==> config.mk <==
export PLATFORM = sky130hd
export DESIGN_NAME = dual_strobe_decoder
export DESIGN_NICKNAME = d
export VERILOG_FILES = /design/src/rtl/dmx_pkg.sv /design/src/rtl/dmx_section.sv /design/src/rtl/dmx_outreg.sv /design/src/rtl/dual_strobe_decoder.sv
export SDC_FILE = /design/constraint.sdc
export NUM_CORES = 1
export LEC_CHECK = 0
export ABC_AREA = 1
export CAP_MARGIN = 30
export CORE_AREA = 4 4 41 43
export DETAILED_ROUTE_END_ITERATION = 8
export DIE_AREA = 0 0 45 47
export PLACE_DENSITY = 0.44
export SLEW_MARGIN = 40
export SYNTH_ARGS = -nofsm -noshare
export SYNTH_HDL_FRONTEND = slang
export SYNTH_SLANG_ARGS = --single-unit
export TNS_END_PERCENT = 20
==> constraint.sdc <==
create_clock -name clk -period 2.2 [get_ports clk]
set_clock_uncertainty 0.2 [all_clocks]
set_input_delay 0.66 -clock clk [delete_from_list [all_inputs] [get_ports clk]]
set_output_delay 0.66 -clock clk [all_outputs]
set_load 0.02 [all_outputs]
==> src/rtl/dmx_pkg.sv <==
package dmx_pkg;
  localparam int unsigned SECTIONS = 2;
endpackage

==> src/rtl/dmx_section.sv <==
module dmx_section #(
  parameter int SEL_W         = 2,
  parameter bit DATA_ACT_HIGH = 1'b0,
  localparam int OUTS         = 1 << SEL_W
) (
  input  logic             en_n,
  input  logic             data,
  input  logic [SEL_W-1:0] sel,
  output logic [OUTS-1:0]  y_n
);
  logic live;

  // data polarity chosen per section
  generate
    if (DATA_ACT_HIGH) begin : g_pos
      assign live = !en_n && data;
    end else begin : g_neg
      assign live = !en_n && !data;
    end
  endgenerate

  always_comb begin
    y_n = '1;
    if (live) y_n[sel] = 1'b0;
  end
endmodule

==> src/rtl/dmx_outreg.sv <==
module dmx_outreg #(
  parameter int W = 8
) (
  input  logic         clk,
  input  logic         rst,
  input  logic [W-1:0] d,
  output logic [W-1:0] q
);
  always_ff @(posedge clk) begin
    if (rst) q <= '1;
    else     q <= d;
  end
endmodule

==> src/rtl/dual_strobe_decoder.sv <==
module dual_strobe_decoder
  import dmx_pkg::*;
#(
  parameter int SEL_W    = 2,
  parameter bit COMBINED = 1'b0,
  localparam int OUTS    = 1 << SEL_W,
  localparam int YW      = SECTIONS * OUTS
) (
  input  logic                clk,
  input  logic                rst,
  input  logic [SEL_W-1:0]    sel,
  input  logic [SECTIONS-1:0] sec_en_n,
  input  logic [SECTIONS-1:0] sec_data,
  output logic [YW-1:0]       y_n
);
  logic [SECTIONS-1:0] en_route;
  logic [SECTIONS-1:0] data_route;
  logic [YW-1:0]       y_comb;

  // combined mode ties the section inputs together
  generate
    if (COMBINED) begin : g_tie
      assign en_route   = {SECTIONS{sec_en_n[0]}};
      assign data_route = {SECTIONS{sec_data[0]}};
    end else begin : g_split
      assign en_route   = sec_en_n;
      assign data_route = sec_data;
    end
  endgenerate

  generate
    for (genvar g = 0; g < SECTIONS; g++) begin : g_sec
      dmx_section #(
        .SEL_W        (SEL_W),
        .DATA_ACT_HIGH(g == 1)
      ) u_sec (
        .en_n(en_route[g]),
        .data(data_route[g]),
        .sel (sel),
        .y_n (y_comb[g*OUTS +: OUTS])
      );
    end
  endgenerate

  dmx_outreg #(.W(YW)) u_oreg (
    .clk(clk),
    .rst(rst),
    .d  (y_comb),
    .q  (y_n)
  );

  assert_rst_idle_R1: assert property (@(posedge clk) rst |=> (y_n == '1));

  generate
    if (COMBINED) begin : g_chk_comb
      assert_comb_hit_R8: assert property (@(posedge clk) disable iff (rst)
        !sec_en_n[0] |=> ($countones(~y_n) == 1) && !y_n[{$past(sec_data[0]), $past(sel)}]);
      assert_comb_off_R9: assert property (@(posedge clk) disable iff (rst)
        sec_en_n[0] |=> (y_n == '1));
    end else begin : g_chk_dual
      assert_lo_strobe_R3: assert property (@(posedge clk) disable iff (rst)
        sec_en_n[0] |=> (y_n[OUTS-1:0] == '1));
      assert_lo_data_R4: assert property (@(posedge clk) disable iff (rst)
        (!sec_en_n[0] && sec_data[0]) |=> (y_n[OUTS-1:0] == '1));
      assert_hi_strobe_R5: assert property (@(posedge clk) disable iff (rst)
        sec_en_n[1] |=> (y_n[YW-1:OUTS] == '1));
      assert_hi_data_R6: assert property (@(posedge clk) disable iff (rst)
        (!sec_en_n[1] && !sec_data[1]) |=> (y_n[YW-1:OUTS] == '1));
      assert_one_low_R7: assert property (@(posedge clk) disable iff (rst)
        $onehot0(~y_n[OUTS-1:0]) && $onehot0(~y_n[YW-1:OUTS]));
    end
  endgenerate
endmodule

==> impl_results.md <==
* Status: finished clean
* Area after DPL at between 400 and 500 µm²
* Worst EP required at ~1300 ps
* CTS hold repair buffers at 0
* Die area at roughly 2100 µm²
* Peak per-stage delay on the critical path at 590 ps
* DR DRC count at 0
* Hold slack final at ~800 ps
* Critical Path AT at approximately 1200 ps
* CTS tree: yes
* Clock-pin slew on the worst setup and hold paths at around 50 ps
* Ys Warns at 0
* Top delay family on crit path: buffers and inverters
* Min-delay worst type: input pin to flip-flop
* H-tree depth at 1
* DR vias at 227
* CTS buffer count at 3
* Distinct cell type count after synthesis at 5
* Final Max Tran Viols at 0
* Slack of the critical path at around 190 ps
* Synth area leaders: dfxtp_1 (67%), nand3_1 (17%), nor2_1 (7.9%)
* First-pass GRT wire length at roughly 800 µm
* Clock tree root driver cell: clkbuf_4
* Mapped cell area at 238 µm²
* Max Cap Violations at 0
* Vias in the first global route at 220
* ANT cells at 0
* Post-CTS Setup Inserts at 0
* Post-route insts no fill at 59
* Post-synth top area cell: dfxtp_1
* Setup WS pre-CTS at roughly 400 ps
* Critical-path top delay cell: clkdlybuf4s50_1
* Die width at ~45 µm
* RSZ-0062 raised after global routing: false
* Syn_nets at 34
* Crit path buffers/inverters at 1
* Register bit total from synthesis at 8
* Crit path max fanout at 1
* Largest Register: u_oreg.q
* Gr usage total at between 6 and 7%
* Cells after Synth at 26
* Seq/Total Area, Yosys at 67.4%
* Routed WL per cell at roughly 8.7 µm
* Vias/cell at approximately 3.8
* Placed Cells at between 50 and 60
* Routed WL at 514 µm
* Antenna viol nets, final at 0
* Port bufs at 15
* Starting Density at between 10% and 20%
* Cell Rows at 13
* GPL Wtd Cong at around 0.74
* Startpoint types: flip-flop
* Layout area overhead at 80.5%
* Layout net count at 54
* Final worst-path cycle share at roughly nine tenths
* Worst-path cell chain: clkdlybuf4s50_1
* Max-Slew Margin vs Limit at 84.9%
* Final Util at around a third
* Critical path type: flip-flop to output port
* VDD IR max at between 150 and 200 µV
* Total gr overflow at 0
* Fin crit period at approximately 2000 ps
* Core box area at 1300 µm²
* Final instance area at about 430 µm²
* TNS Setup at 0 ps
* Ys async rst share at 0%
* Fin. Hold Viols at 0
* Lkg Pwr at around 0.18 nW
* Layout cells sized above 1 at 6.82%
* Final Power at around 0.29 mW
* Achievable clock frequency at roughly 500 MHz
* Synth top area share at about two thirds
* Biggest regs: u_oreg.q: 8 flops
* Ports at 16
* Largest net degree at the start of global routing at 5
* Post-synth top flop: dfxtp_1
* Worst Tran Pin Value at between 200 and 250 ps
* Post-CTS Resized at 0
* Number of enable flip-flop cells after synthesis at 0
* Max Root-Sink Buffers at 2
* Drt pass-1 iters at 4
* CP Capture Type: output port
* Post-synth top cells: dfxtp_1 (8), nand3_1 (8), nor2_1 (5)
* Antenna violations before repair at 0
* DRT iter0 DRCs at 6
* Mapped Avg Cell Area at about 9.1 µm²
* Clock sink total at 8
* PD cells at roughly 670 nW/µm²
* Final Setup Violations at 0
* Max reg flops at 8
* Chip height at approximately 47 µm
[final cells by class]
cell class	count	area [µm²]
fillers	138	872
flip-flops and latches	8	160
repair buffers	15	150
multi-input cells	14	62.6
clock buffers	3	22.5
well taps	15	18.8
inverters	4	15.0
[path summary, 6_finish.rpt]
path	slack [ps]	depth (start not counted)	from	end
hold / removal	800	2	sec_data[1]	u_oreg.q[4]$_SDFF_PP1_
setup / recovery	190	1	u_oreg.q[0]$_SDFF_PP1_	y_n[0]
[power breakdown]
part	switching [mW]	internal [mW]
Sequential	0.000553	0.148
Combinational	0.0137	0.0174
Clock	0.0450	0.0621
[layer usage]
layer | routed length [µm] | vias to the layer above | part of all wire, % | GRT usage [%]
met2 | 287 | 8 | 56 | 8.76
li1 | - | 118 | - | -
met5 | 0 | - | 0 | 0
met3 | 36 | 2 | 7.0 | 2.68
met4 | 21 | 0 | 4.1 | 12.3
met1 | 168 | 99 | 33 | 4.59
[layout by cell type (no fill, tap or decap)]
master and instances:
dfxtp_1 8, nand2_1 1, clkdlybuf4s50_1 15, clkbuf_4 3, inv_1 4, nor2_1 5, nand3_1 8
[kinds of logic after synthesis]
family / after synthesis / share of synthesized area [%]
simple gates: 14 / 26.3
flops: 8 / 67.4
buf+inv: 4 / 6.31
(Power assumes the default switching activity.)
